`src/rtl/cmdrsp_pkg.sv`:
```
package cmdrsp_pkg;
  localparam int TXW   = 9;           // transmit word width
  localparam int RPW   = 12;          // widest reply
  localparam int TMOW  = 8;           // timeout limit width
  localparam int REGW  = 16;          // register data width
  localparam int FRW   = TXW + 2;     // frame incl. start/stop
  localparam int IDXW  = $clog2(RPW);

  typedef enum logic [1:0] {R_IDLE, R_WAIT, R_DATA, R_STOP} rx_st_e;

  // Frame as shifted out LSB first: start(0), data, stop(1)
  function automatic logic [FRW-1:0] frame_of(logic [TXW-1:0] d);
    return {1'b1, d, 1'b0};
  endfunction

  function automatic logic [IDXW-1:0] reply_len(logic twelve);
    return twelve ? IDXW'(RPW) : IDXW'(TXW);
  endfunction
endpackage

```
`src/rtl/cmdrsp_tx.sv`:
```
module cmdrsp_tx
  import cmdrsp_pkg::*;
(
  input  logic           clk,
  input  logic           rst_n,
  input  logic           tick,
  input  logic           start,
  input  logic [TXW-1:0] data,
  output logic           busy,
  output logic           line,
  output logic           done
);
  localparam int CW = $clog2(FRW);

  logic [FRW-1:0] sh_q;
  logic [CW-1:0]  cnt_q;
  logic           busy_q;

  assign busy = busy_q;
  assign line = busy_q ? sh_q[0] : 1'b1;
  assign done = busy_q && tick && (cnt_q == CW'(FRW-1));

  always_ff @(posedge clk or negedge rst_n) begin
    if (!rst_n) begin
      sh_q   <= '1;
      cnt_q  <= '0;
      busy_q <= 1'b0;
    end else if (!busy_q) begin
      if (start) begin
        sh_q   <= frame_of(data);
        cnt_q  <= '0;
        busy_q <= 1'b1;
      end
    end else if (tick) begin
      sh_q <= {1'b1, sh_q[FRW-1:1]};
      if (done) begin
        busy_q <= 1'b0;
        cnt_q  <= '0;
      end else begin
        cnt_q <= cnt_q + 1'b1;
      end
    end
  end
endmodule

```
`src/rtl/cmdrsp_rx.sv`:
```
module cmdrsp_rx
  import cmdrsp_pkg::*;
(
  input  logic            clk,
  input  logic            rst_n,
  input  logic            tick,
  input  logic            arm,
  input  logic            len12,
  input  logic [TMOW-1:0] limit,
  input  logic            line,
  output logic            busy,
  output logic [RPW-1:0]  data,
  output logic            ok,
  output logic            bad,
  output logic            tmo
);
  rx_st_e          st_q;
  logic [RPW-1:0]  sh_q;
  logic [IDXW-1:0] idx_q;
  logic [IDXW-1:0] len_q;
  logic [TMOW-1:0] cnt_q;

  assign busy = (st_q != R_IDLE);
  assign data = sh_q;
  assign ok   = (st_q == R_STOP) && tick && line;
  assign bad  = (st_q == R_STOP) && tick && !line;
  assign tmo  = (st_q == R_WAIT) && tick && line && (cnt_q == TMOW'(limit - 1'b1));

  always_ff @(posedge clk or negedge rst_n) begin
    if (!rst_n) begin
      st_q  <= R_IDLE;
      sh_q  <= '0;
      idx_q <= '0;
      len_q <= '0;
      cnt_q <= '0;
    end else begin
      case (st_q)
        R_IDLE: if (arm) begin
          st_q  <= R_WAIT;
          sh_q  <= '0;
          cnt_q <= '0;
          len_q <= reply_len(len12);
        end
        R_WAIT: if (tick) begin
          if (!line) begin
            st_q  <= R_DATA;
            idx_q <= '0;
          end else if (tmo) begin
            st_q <= R_IDLE;
          end else begin
            cnt_q <= cnt_q + 1'b1;
          end
        end
        R_DATA: if (tick) begin
          sh_q[idx_q] <= line;
          if (idx_q == len_q - 1'b1) st_q <= R_STOP;
          else idx_q <= idx_q + 1'b1;
        end
        default: if (tick) st_q <= R_IDLE;
      endcase
    end
  end
endmodule

```
`src/rtl/cmdrsp_channel.sv`:
```
module cmdrsp_channel
  import cmdrsp_pkg::*;
(
  input  logic            clk,
  input  logic            rst_n,
  input  logic            reg_wr,
  input  logic            reg_rd,
  input  logic [1:0]      reg_addr,
  input  logic [REGW-1:0] reg_wdata,
  output logic [REGW-1:0] reg_rdata,
  input  logic            bit_tick,
  input  logic            ser_in,
  output logic            ser_out,
  output logic            dir_tx,
  output logic            rx_avail,
  output logic            rx_ferr,
  output logic            rx_tmo,
  output logic            irq
);
  localparam logic [1:0] A_CTRL = 2'd0, A_TXD = 2'd1, A_RXD = 2'd2, A_STAT = 2'd3;

  logic [REGW-1:0] ctrl_q;
  logic [TXW-1:0]  txd_q;
  logic [RPW-1:0]  rxd_q;
  logic            avail_q, ferr_q, tmo_q;

  // named internal events
  logic ctrl_en, ie_av, ie_fe, ie_to;
  logic tx_busy, tx_done, tx_start, rx_busy, chan_busy;
  logic cap_ok, cap_bad, tmo_hit, wr_txd, rd_rxd, wr_stat;
  logic [RPW-1:0] rx_word;

  assign ctrl_en   = ctrl_q[0];
  assign ie_av     = ctrl_q[2];
  assign ie_fe     = ctrl_q[3];
  assign ie_to     = ctrl_q[4];
  assign chan_busy = tx_busy | rx_busy;
  assign wr_txd    = reg_wr && (reg_addr == A_TXD);
  assign rd_rxd    = reg_rd && (reg_addr == A_RXD);
  assign wr_stat   = reg_wr && (reg_addr == A_STAT);
  assign tx_start  = wr_txd && ctrl_en && !chan_busy;

  cmdrsp_tx u_tx (
    .clk(clk), .rst_n(rst_n), .tick(bit_tick), .start(tx_start),
    .data(reg_wdata[TXW-1:0]), .busy(tx_busy), .line(ser_out), .done(tx_done)
  );

  cmdrsp_rx u_rx (
    .clk(clk), .rst_n(rst_n), .tick(bit_tick), .arm(tx_done),
    .len12(ctrl_q[1]), .limit(ctrl_q[15:8]), .line(ser_in), .busy(rx_busy),
    .data(rx_word), .ok(cap_ok), .bad(cap_bad), .tmo(tmo_hit)
  );

  always_ff @(posedge clk or negedge rst_n) begin
    if (!rst_n) begin
      ctrl_q  <= {TMOW'(16), 8'h00};
      txd_q   <= '0;
      rxd_q   <= '0;
      avail_q <= 1'b0;
      ferr_q  <= 1'b0;
      tmo_q   <= 1'b0;
    end else begin
      if (reg_wr && reg_addr == A_CTRL) ctrl_q <= reg_wdata;
      if (wr_txd && !chan_busy) txd_q <= reg_wdata[TXW-1:0];
      if (cap_ok) rxd_q <= rx_word;
      if (cap_ok) avail_q <= 1'b1;
      else if (rd_rxd) avail_q <= 1'b0;
      if (cap_bad) ferr_q <= 1'b1;
      else if (wr_stat && reg_wdata[1]) ferr_q <= 1'b0;
      if (tmo_hit) tmo_q <= 1'b1;
      else if (wr_stat && reg_wdata[2]) tmo_q <= 1'b0;
    end
  end

  always_comb begin
    case (reg_addr)
      A_CTRL:  reg_rdata = ctrl_q;
      A_TXD:   reg_rdata = REGW'(txd_q);
      A_RXD:   reg_rdata = REGW'(rxd_q);
      default: reg_rdata = REGW'({chan_busy, tmo_q, ferr_q, avail_q});
    endcase
  end

  assign dir_tx   = tx_busy;
  assign rx_avail = avail_q;
  assign rx_ferr  = ferr_q;
  assign rx_tmo   = tmo_q;
  assign irq      = (avail_q & ie_av) | (ferr_q & ie_fe) | (tmo_q & ie_to);
endmodule

```
`config.mk`:
```
export PLATFORM = sky130hd
export DESIGN_NAME = cmdrsp_channel
export DESIGN_NICKNAME = d
export VERILOG_FILES = /design/src/rtl/cmdrsp_pkg.sv /design/src/rtl/cmdrsp_tx.sv /design/src/rtl/cmdrsp_rx.sv /design/src/rtl/cmdrsp_channel.sv
export SDC_FILE = /design/constraint.sdc
export NUM_CORES = 1
export LEC_CHECK = 0
export BUFFER_PORTS_ARGS = -buffer_cell sky130_fd_sc_hd__clkbuf_2
export CAP_MARGIN = 30
export CORE_MARGIN = 2
export CORE_UTILIZATION = 45
export CTS_CLUSTER_DIAMETER = 50
export DETAILED_ROUTE_END_ITERATION = 16
export RECOVER_POWER = 50
export SYNTH_ARGS = -nofsm -noshare
export SYNTH_HDL_FRONTEND = slang
export SYNTH_SLANG_ARGS = --single-unit
export TNS_END_PERCENT = 5
```
`constraint.sdc`:
```
create_clock -name clk -period 2.76 [get_ports clk]
set_input_delay 0.138 -clock clk [delete_from_list [all_inputs] [get_ports clk]]
set_output_delay 0.138 -clock clk [all_outputs]
set_load 0.1 [all_outputs]
```
# [Word level (Yosys, flattened, before mapping)]
# Cells that the tools add are included.
[totals] reg_bits=86 input_bits=24 out_inout_bits=22 wordCells=127
[classes] addsub=5 n_lt_le_gt_ge=2 eq_ne=19 mux=44 bitwise_logic=6 n_reduce_logical=37
[op_table] cell="$pmux W16 S3" count=1
[op_table] cell="$mux W11" count=3
[op_table] cell="$mux W4" count=8
[op_table] cell="$mux W8" count=4
[op_table] cell="$mux W12" count=2
[op_table] cell="$pmux W12 S2" count=1
[op_table] cell="$logic_and A1 B1 Y1" count=18
[op_table] cell="$reduce_bool A2 Y1" count=9
[op_table] cell="$ne A2 B2 Y1 const B" count=8
[op_table] cell="$pmux W8 S2" count=1
[op_table] cell="$mux W2" count=7
[op_table] cell="$bwmux W12" count=1
[op_table] cell="$mux W1" count=12
[op_table] cell="$reduce_and A5 Y1" count=2
[op_table] cell="$add A4 B1 Y4 const B" count=2
[op_table] cell="$add A8 B1 Y8 const B" count=1
[op_table] cell="$eq A2 B2 Y1 const B" count=4
[op_table] cell="$eq A8 B8 Y1" count=1
[op_table] cell="$pmux W4 S2" count=1
[op_table] cell="$sub A8 B1 Y8 const B" count=1
[op_table] cell="$pmux W2 S3" count=1
[op_table] cell="$reduce_and A6 Y1" count=1
[op_table] cell="$lt A4 B5 Y1 const B" count=1
[op_table] cell="$demux W1 S4" count=1
[op_table] cell="other kinds (14)" count=22

# [Logic depth before layout (Yosys ltp)]
# Gate-level depths: netlist of run 1.
[logic_depth] depth_word=8 depth_mapped=9 depth_no_buf=8

# [Cells and area by module]
# Synthesis of run 1 repeated with hierarchy kept, for this count alone.
[hier_totals] hier_cells=429 area_unflattened_um2=4533.1
[modules_own_cells] module="cmdrsp_channel" n_inst=1 cells_per_inst=129 area_per_inst_um2=1888.1 seq_area_each_um2=1002.2
[modules_own_cells] module="cmdrsp_rx" n_inst=1 cells_per_inst=222 area_per_inst_um2=1871.8 seq_area_each_um2=725.7
[modules_own_cells] module="cmdrsp_tx" n_inst=1 cells_per_inst=78 area_per_inst_um2=773.2 seq_area_each_um2=387.9

# [Least setup slack after synthesis of run 1]
# OpenSTA, ideal clock, no wires.
[synth_path] path_kind="input to output" startpoint="input port reg_addr[0]" endpoint="output port reg_rdata[6]" t_arrival_ns=3.044 required_time_ns=2.622 path_slack_ns=-0.422 stages=4 path_buffers=2 cell_sequence="clkbuf_1 -> buf_1 -> mux2i_1 -> o21ai_0"
[synth_between] elab_chain_len=2 word_cells_on_any_way=4 cone_classes="eq/ne (2); mux (1); reduce/logical (1)"
[synth_lines] element="start: declaration" line="cmdrsp_channel.sv:8" text="input logic [1:0] reg_addr,"
[synth_lines] element="$eq A2 B2 Y1 (tied with other cells)" line="cmdrsp_channel.sv:76" text="case (reg_addr)"
[synth_lines] element="$pmux W16 S3 *" line="cmdrsp_channel.sv:76"
[synth_lines] element="end: declaration" line="cmdrsp_channel.sv:10" text="output logic [REGW-1:0] reg_rdata,"
# Mark *: on every way between the ends. The rest lies on a longest branch, timed or not.

# [Worst setup path after layout of run 1]
[layout_path] startpoint="register u_tx.cnt_q[0]" endpoint="register u_rx.cnt_q[7]"
[layout_between] elab_chain_len=4
[layout_lines] element="start: declaration" line="cmdrsp_tx.sv:16" text="logic [CW-1:0] cnt_q;"
[layout_lines] element="start signal: assignment" line="cmdrsp_tx.sv:40" text="cnt_q <= cnt_q + 1'b1;"
[layout_lines] element="$eq A4 B4 Y1" line="cmdrsp_tx.sv:21" text="assign done = busy_q && tick && (cnt_q == CW'(FRW-1));"
[layout_lines] element="$logic_and A1 B1 Y1" line="cmdrsp_tx.sv:21"
[layout_lines] element="$ne A2 B2 Y1 (no source line)"
[layout_lines] element="$reduce_and A5 Y1 (no source line)"
[layout_lines] element="end signal: assignment" line="cmdrsp_rx.sv:51" text="cnt_q <= cnt_q + 1'b1;"
[layout_lines] element="end: declaration" line="cmdrsp_rx.sv:21" text="logic [TMOW-1:0] cnt_q;"
# Every way passes these cells.
# A chain may end at the register's enable or synchronous reset.

==> results of run 1 <==
==> metrics by stage <==
stage / setup WS [ns] / hold slack [ns]
floorplan: -0.422 / -0.158
global placement: 0.359 / 0.344
detailed placement: 0.367 / 0.174
CTS: 0.335 / 0.00259
global route: 0.158 / 0.00710
finish: 0.322 / 0.0211
==> layer usage <==
layer	up-vias	GRT usage
li1	1580	-
met1	1596	0.274
met2	64	0.308
met3	7	0.0451
met4	0	0.0533
met5	-	0
==> how the worst min path moves through the flow <==
| stage | startpoint | end | slack (ns) | depth (start not counted) |
|---|---|---|---|---|
| floorplan | rst_n | ctrl_q[0] | -0.16 | 0 |
| global placement | reg_wdata[9] | ctrl_q[9] | 0.34 | 3 |
| CTS | reg_wdata[13] | ctrl_q[13] | 0.003 | 2 |
| global route | reg_wdata[13] | ctrl_q[13] | 0.007 | 2 |
| finish | reg_wdata[13] | ctrl_q[13] | 0.02 | 2 |
| detailed placement | rst_n | ctrl_q[7] | 0.17 | 1 |
==> critical path, stage by stage (launching register included) <==
cell	delay, ns
sky130_fd_sc_hd__dfrtp_1	0.43
sky130_fd_sc_hd__inv_1	0.07
sky130_fd_sc_hd__ha_1	0.16
sky130_fd_sc_hd__nand4_2	0.10
sky130_fd_sc_hd__or2_1	0.34
sky130_fd_sc_hd__o21a_4	0.26
sky130_fd_sc_hd__or3_4	0.37
sky130_fd_sc_hd__or4_1	0.48
sky130_fd_sc_hd__a21oi_1	0.15
==> placed cells by master (no fill, tap or decap), types with 4 or more instances in the layout <==
cell type / count
sky130_fd_sc_hd__nor2_1: 12
sky130_fd_sc_hd__nor2b_1: 6
sky130_fd_sc_hd__mux2_2: 36
sky130_fd_sc_hd__buf_4: 10
sky130_fd_sc_hd__and2_1: 4
sky130_fd_sc_hd__clkbuf_2: 45
sky130_fd_sc_hd__o21ai_0: 40
sky130_fd_sc_hd__xnor2_1: 8
sky130_fd_sc_hd__xor2_1: 6
sky130_fd_sc_hd__or4_1: 5
sky130_fd_sc_hd__inv_1: 8
sky130_fd_sc_hd__nand3_1: 10
sky130_fd_sc_hd__dlygate4sd3_1: 5
sky130_fd_sc_hd__dfstp_2: 11
sky130_fd_sc_hd__clkbuf_8: 9
sky130_fd_sc_hd__or3_1: 6
sky130_fd_sc_hd__nand2b_1: 4
sky130_fd_sc_hd__mux2i_1: 16
sky130_fd_sc_hd__nand4_1: 7
sky130_fd_sc_hd__o21ai_1: 4
sky130_fd_sc_hd__nand2_1: 65
sky130_fd_sc_hd__nor3b_1: 4
sky130_fd_sc_hd__mux4_2: 4
sky130_fd_sc_hd__dfrtp_1: 73
sky130_fd_sc_hd__o31ai_1: 5
sky130_fd_sc_hd__ha_1: 9
sky130_fd_sc_hd__a21oi_1: 20
==> logic make-up (layout without fill, tap and decap cells) <==
family          after synthesis  in the layout  synth area share
xor+xnor                     14             14            0.0281
mux                          57             57             0.153
simple gates                140            140             0.160
flops                        84             84             0.485
fa+ha+maj                     9              9            0.0258
buf+inv                      33             86            0.0353
compound gates               82             82             0.112
==> power by group <==
group	leakage [nW]	total, mW	internal [mW]	switching (mW)
logic	1.15	1.44	0.473	0.970
clock network	0.0939	0.894	0.423	0.471
registers	1.07	1.74	1.52	0.222
total	2.31	4.08	2.42	1.66
==> flip-flops by register name, indices dropped and copies added (netlist names) <==
name	count
ctrl_q	16
rxd_q	12
u_rx.data	12
u_tx.sh_q	10
txd_q	9
u_rx.cnt_q	8
u_rx.idx_q	4
u_tx.cnt_q	4
u_rx.len_q	3
u_rx.st_q	2
rx_avail	1
rx_ferr	1
rx_tmo	1
u_tx.busy	1
==> final cells by class <==
cell class / count / area (um2)
fill: 852 / 4370
sequential: 84 / 2120
multi-input combinational: 302 / 2090
timing repair buffer: 62 / 358
tap: 129 / 161
clock buffer: 9 / 124
clock inverter: 7 / 75.1
inverter: 8 / 30.0
==> results by stage, run 1 <==
Run status:
- The flow ran to the end, and the final reports show no timing, DRC or antenna violations.

Synth:
- In this run, synthesis produced a sequential element count of 84.
- Synthesis produced a netlist whose cell count is 419.
- After synthesis, the most frequently instantiated cells are sky130_fd_sc_hd__dfrtp_1, sky130_fd_sc_hd__nand2_1, sky130_fd_sc_hd__o21ai_0.
- The most used flip-flop cell after synthesis is sky130_fd_sc_hd__dfrtp_1.
- The area share of the largest cell type after synthesis is 0.419.
- The share of the yosys chip area belonging to registers is 0.485.
- Synthesis produced a netlist with a net count of 452.
- The synthesized design contains 0 enable-type register cells.
- After synthesis, the netlist uses 51 different library cells.
- The average cell area after synthesis is 10.4 um2.
- During synthesis, Yosys emitted a total of 0 warnings.
- The cell with the most instances after synthesis is sky130_fd_sc_hd__dfrtp_1.
- The post-synthesis instance area is 4360 um2.
- The share of async-settable or async-resettable flops after synthesis is 1.00.
- By area the synthesized netlist is led by sky130_fd_sc_hd__dfrtp_1, sky130_fd_sc_hd__mux2_2, sky130_fd_sc_hd__dfstp_2.
- Summed over all instances, the cell type with the most area after synthesis is sky130_fd_sc_hd__dfrtp_1.

GRT:
- The number of antenna violations at the first check in global routing is 0.
- For this run the aggregate overflow at the end of global routing stands at 0.
- The first-pass GRT wire length is 15,800 um.
- The number of global-route vias before repair was 3,067.
- In the global route stage, overall resource usage came out at 0.196.
- The maximum number of pins on one net before global-route repair is 44.

Drt:
- The detailed router put a total of 4660 um of wire on met1.
- The final wirelength is 9580 um.
- Dividing the detail-routed wire length by the instance count gives 15.9 um.
- The number of nets with antenna violations after detailed routing is 0.
- After detailed routing, the number of remaining DRC violations is 0.
- The first TritonRoute pass finished after 4 iterations.
- The via-per-instance ratio is 5.40.
- The highest metal layer carrying signal wires in the routed design is met4.
- The wire length on met2 is 4470 um.
- For this block, the initial DRC count from the detailed router was 100.
- The routed length on met3 is 368 um.
- The via count is 3,247.

Floorplan:
- The number of rows in the core area is 35.
- For this configuration, the core starts out at a cell density of 0.468.
- The die area is 10,500 um2.
- The die width is 102 um.
- The core area is 9330 um2.
- During I/O placement, the number of pins put on the boundary was 46.
- The chip height is 102 um.

Cells and area:
- Excluding fillers, the count of instances in the completed layout stands at 601.
- The net count of the finished layout is 500.
- Summing all non-filler instances in the final layout gives an area of 4960 um2.
- 0 antenna diodes ended up in the layout.
- Once layout is complete, the utilization of the core stands at 0.531.
- From synthesis to final layout, the design area changed by 13.6%.
- The fraction of layout cells with a size suffix above 1 is 0.271.

STA:
- Setup repair after global routing left no endpoint under its margin.
- In this run the tightest slew margin relative to its limit is 0.295.
- For the final database, setup skew stands at 0.0125 ns.
- The final sum of negative setup slack is 0 ns.
- The smallest clock period supported by the final layout is computed as 2.44 ns.
- The number of failing hold endpoints at the final stage is 0.
- Setup violations remaining at the end of the flow were counted as 0.
- The transition time of the tightest slew-check pin is 1.06 ns.
- The max-slew violation count came to 0.
- Based on the critical path, the design can be clocked at up to 410 MHz.
- Of the available clock period, the critical path in the final layout requires 0.883.

Clocking:
- TritonCTS built the clock tree.
- The post-cts gate resize count is 0.
- Clock latency on the worst-skew pair, taken at its later pin, is 0.36 ns.
- Counting along the longest clock path gives a buffer depth of 2.
- The number of buffers inserted for hold repair after clock tree synthesis is 5.
- The clock transition at the registers of the reported paths is 0.08 ns.
- The post-CTS setup buffer count is 0.
- The number of H-tree levels is 3.
- The number of clock sinks is 84.
- The cell at the root of the clock tree is sky130_fd_sc_hd__clkbuf_8.
- Counting the buffers created by CTS gives 9.

Worst setup path:
- The category of the critical setup timing path is reg2reg.
- The worst reg-to-reg setup slack is 0.32 ns.
- The startpoint identified for the worst register-to-register timing path is u_tx.cnt_q[0].
- The depth of the most critical reg-to-reg path is 8.
- The worst register-to-register path ends at u_rx.cnt_q[7].
- STA puts the critical path data required time at 3.04 ns.
- Data arrives at the worst endpoint at 2.72 ns.
- The type of element capturing the critical path is a flip-flop.
- The critical path starts at u_tx.cnt_q[0].
- The critical-path maximum fanout is 10.
- The type of origin of the critical path is a flip-flop.
- The last element of the critical path is u_rx.cnt_q[7].

Min path:
- The worst hold path class is in2reg.

Power:
- The power per cell area is 823 nW/um2.
- In this run the static leakage power is 2.31 nW.
- Across the VDD grid, the largest voltage drop is 0.000429 V.
- The overall power after layout is 4.08 mW.

Place:
- In this run the cell area measured after placement is 4730 um2.
- The final weighted congestion in routability-driven placement is 0.828.
- Input and output buffers added on the ports amount to 45.
- The detailed-placement wirelength estimate is 6930 um.
- Counting tap cells, the placed design contains a total of 580 instances.

Run:
- The number of max-cap violations is 0.
No activity file was read; power rests on OpenSTA's default activity.
==> inputs of run 2 (changes only) <==
--- a/config.mk
+++ b/config.mk
@@ -12,6 +12,7 @@
 export CTS_CLUSTER_DIAMETER = 50
 export DETAILED_ROUTE_END_ITERATION = 16
 export RECOVER_POWER = 50
+export REMOVE_ABC_BUFFERS = 1
 export SYNTH_ARGS = -nofsm -noshare
 export SYNTH_HDL_FRONTEND = slang
 export SYNTH_SLANG_ARGS = --single-unit
==> run 2 against run 1 <==
  * Clock-buffer cell count grew 1
  * Clock power is 8.3% lower
  * Final area decreased by 0.93%
  * Highest routed layer unchanged
  * Non-clock buffer count decreased by 3
  * Total power fell by 2.0%
  * Setup slack got worse by 0.032 ns
  * Largest cell class unchanged
  * Maximum frequency fell by 1.3%
  * Sequential cell count unchanged
==> results by stage, run 2 (synthesis gave the netlist of run 1 again) <==
Clocking:
- The number of buffers inserted for hold repair after clock tree synthesis is 3 (was 5).
- The post-CTS setup buffer count was 0 (unchanged).
- The number of clock sinks is 84 (unchanged).
- The number of H-tree levels came to 3 (unchanged).
- The later-pin clock latency in the skew report came to 0.35 ns (was 0.36 ns).
- The cell at the root of the clock tree is sky130_fd_sc_hd__clkbuf_8 (unchanged).
- The number of buffers on the longest clock path is 2 (unchanged).
- The clock tree from TritonCTS is yes (unchanged).
- The post-cts gate resize count is 0 (unchanged).
- The number of buffers inserted during clock tree synthesis was 9 (unchanged).
- The clock transition at the registers of the reported paths is 0.08 ns (about the same).

Power:
- The total leakage power is 2.29 nW (was 2.31 nW).
- The power per cell area is 814 nW/um2 (was 823 nW/um2).
- The combinational group share of total power came to 0.365 (was 0.354).
- The worst supply voltage drop on vdd is 0.000396 V (was 0.000429 V).
- The clock network fraction of design power was 0.205 (was 0.219).
- The switching fraction of total power is 0.412 (was 0.408).
- The internal power is 2.35 mW (was 2.42 mW).
- The overall power after layout is 4.00 mW (was 4.08 mW).
- The sequential share of power is 0.429 (was 0.427).
- The net switching power is 1.65 mW (was 1.66 mW).

Min path:
- The worst hold path class is in2reg (unchanged).
- The startpoint of the worst hold path is reg_wdata[12] (was reg_wdata[13]).

Cells and area:
- The total of fill cells in the finished design was 851 (was 852).
- The leading cell type in the layout, fill and taps excluded is sky130_fd_sc_hd__dfrtp_1 (unchanged).
- The fraction of layout cells with a size suffix above 1 came to 0.267 (was 0.271).
- The largest register by flop count was ctrl_q (unchanged).
- Most frequent cells in the layout: sky130_fd_sc_hd__dfrtp_1, sky130_fd_sc_hd__nand2_1, sky130_fd_sc_hd__clkbuf_2, sky130_fd_sc_hd__o21ai_0, sky130_fd_sc_hd__mux2_2 (unchanged).
- The total non-filler cell area in the finished layout is 4910 um2 (was 4960 um2).
- The number of nets in the finished design was 497 (was 500).
- The synthesis-to-layout area growth came to 12.6% (was 13.6%).
- The final cell utilization of the core is 0.526 (was 0.531).
- The number of flip-flops in the largest register came to 16 (unchanged).
- The antenna diode count is 0 (unchanged).

STA:
- The final sum of negative setup slack was 0 ns (unchanged).
- The final critical path time including I/O delays and setup came to 2.47 ns (was 2.44 ns).
- The max-slew violation count is 0 (unchanged).
- Unrepaired setup endpoints after global routing: false (unchanged).
- The max-slew headroom at the worst pin is 0.231 (was 0.295).
- The number of failing hold endpoints at the final stage came to 0 (unchanged).
- The highest clock frequency the design can meet is 405 MHz (was 410 MHz).
- The setup violation total in the final timing report was 0 (unchanged).
- The final clock skew is 0.0161 ns (was 0.0125 ns).
- The transition time of the tightest slew-check pin is 1.16 ns (was 1.06 ns).
- The period utilization was 0.895 (was 0.883).
- The setup slack of the critical path after layout is 0.290 ns (was 0.322 ns).

Worst setup path:
- The type of origin of the critical path is a flip-flop (unchanged).
- The critical-path maximum fanout is 14 (was 10).
- The data arrival time of the worst path is 2.33 ns (was 2.72 ns).
- The start of the worst register-to-register path is ctrl_q[8] (was u_tx.cnt_q[0]).
- The type of element capturing the critical path is an output port (was flip-flop).
- The critical path's slowest cell is sky130_fd_sc_hd__mux4_2 (was sky130_fd_sc_hd__or4_1).
- The delay of the slowest cell on the worst path is 0.50 ns (was 0.48 ns).
- The start point of the critical path is u_rx.st_q[0] (was u_tx.cnt_q[0]).
- The category of the critical setup timing path was reg2out (was reg2reg).
- Critical path cell sequence: clkbuf_1 > or3_1 > mux4_2 > clkbuf_2 (was inv_1 > ha_1 > nand4_2 > or2_1 > o21a_4 > or3_4 > or4_1 > a21oi_1).
- The required time at the endpoint of the critical path is 2.62 ns (was 3.04 ns).

Floorplan:
- The core area is 9330 um2 (unchanged).
- The die width is 102 um (unchanged).
- The chip height came to 102 um (unchanged).
- The die area is 10,500 um2 (unchanged).
- The number of rows in the core area is 35 (unchanged).
- The count of boundary I/O pins is 46 (unchanged).
- The starting utilization of the core area was 0.468 (unchanged).

Place:
- The post-place setup slack is 0.337 ns (was 0.367 ns).
- The port buffer count is 45 (unchanged).
- The total cell area at the placement stage came to 4720 um2 (was 4730 um2).
- The detailed-placement wirelength estimate is 6820 um (was 6930 um).
- The final weighted congestion in routability-driven placement is 0.862 (was 0.828).

Run:
- The number of max-cap violations was 0 (unchanged).

GRT:
- The first-pass GRT wire length is 15,900 um (was 15,800 um).
- The total routing resource utilization after global routing is 0.195 (was 0.196).
- The remaining global-route overflow is 0 (unchanged).
- The maximum number of pins on one net before global-route repair came to 44 (unchanged).
- The number of global-route vias before repair is 3,153 (was 3,067).
- The number of antenna violations at the first check in global routing is 0 (unchanged).

Drt:
- The via count is 3,274 (was 3,247).
- The number of nets with antenna violations after detailed routing was 0 (unchanged).
- The count of unresolved DRC violations after routing is 0 (unchanged).
- The final wirelength is 9440 um (was 9580 um).
- The via-per-instance ratio was 5.47 (was 5.40).
- The first-iteration detailed-routing DRC count is 170 (was 100).
- The final routed wire length divided by cell count was 15.8 um (was 15.9 um).
- The number of search-and-repair iterations in the first detailed-routing pass came to 4 (unchanged).

Run status:
- Outcome: finished clean (unchanged).
-- run 2: per-stage QoR --
stage,hold slack (ns),instances
after floorplan,-0.158,394
after global placement,0.371,578
after detailed placement,0.170,579
after CTS,0.000413,598
after global routing,0.00941,598
final,0.0230,598
-- run 2: critical path: cells and delay by family, from the launching register on --
kind          cells  cell delay, ns
buf+inv           2            0.66
mux               1            0.50
simple gates      1            0.45
flops             1            0.38
-- run 2: cell type report --
type	instances	area (um2)	share of cell area
Clock inverter	6	46.3	0.00943
Inverter	8	30.0	0.00612
Tap cell	129	161	0.0329
Sequential cell	84	2120	0.431
Multi-Input combinational cell	302	2090	0.426
Timing Repair Buffer	59	327	0.0665
Clock buffer	10	138	0.0280
-- run 2: power groups by stage --
| stage | Sequential (mW) | Combinational [mW] | Clock [mW] |
|---|---|---|---|
| 2_1_floorplan | 1.82 | 1.02 | 0 |
| 3_3_place_gp | 1.73 | 1.45 | 0 |
| 3_5_place_dp | 1.74 | 1.47 | 0 |
| 4_1_cts | 1.72 | 1.48 | 0.856 |
| 5_1_grt | 1.76 | 1.59 | 0.902 |
| 6_report | 1.72 | 1.46 | 0.820 |
-- run 2: final timing paths --
| check | end | slack [ns] | depth (start not counted) |
|---|---|---|---|
| worst max register to register | u_rx.st_q[0] | 0.33 | 9 |
| max in group asynchronous | rxd_q[10] | 0.64 | 3 |
| worst min-delay path | ctrl_q[12] | 0.02 | 2 |
| worst max-delay path | reg_rdata[3] | 0.29 | 4 |
| worst min register to register | u_tx.sh_q[0] | 0.45 | 2 |
| min in group asynchronous | ctrl_q[0] | 0.50 | 2 |
-- run 2: layer usage --
metal  vias up  wire length [um]  track usage
li1       1569                 -            -
met1      1627              4730        0.289
met2        61              4290        0.292
met3        17               241       0.0253
met4         0               181       0.0728
met5         -                 0            0
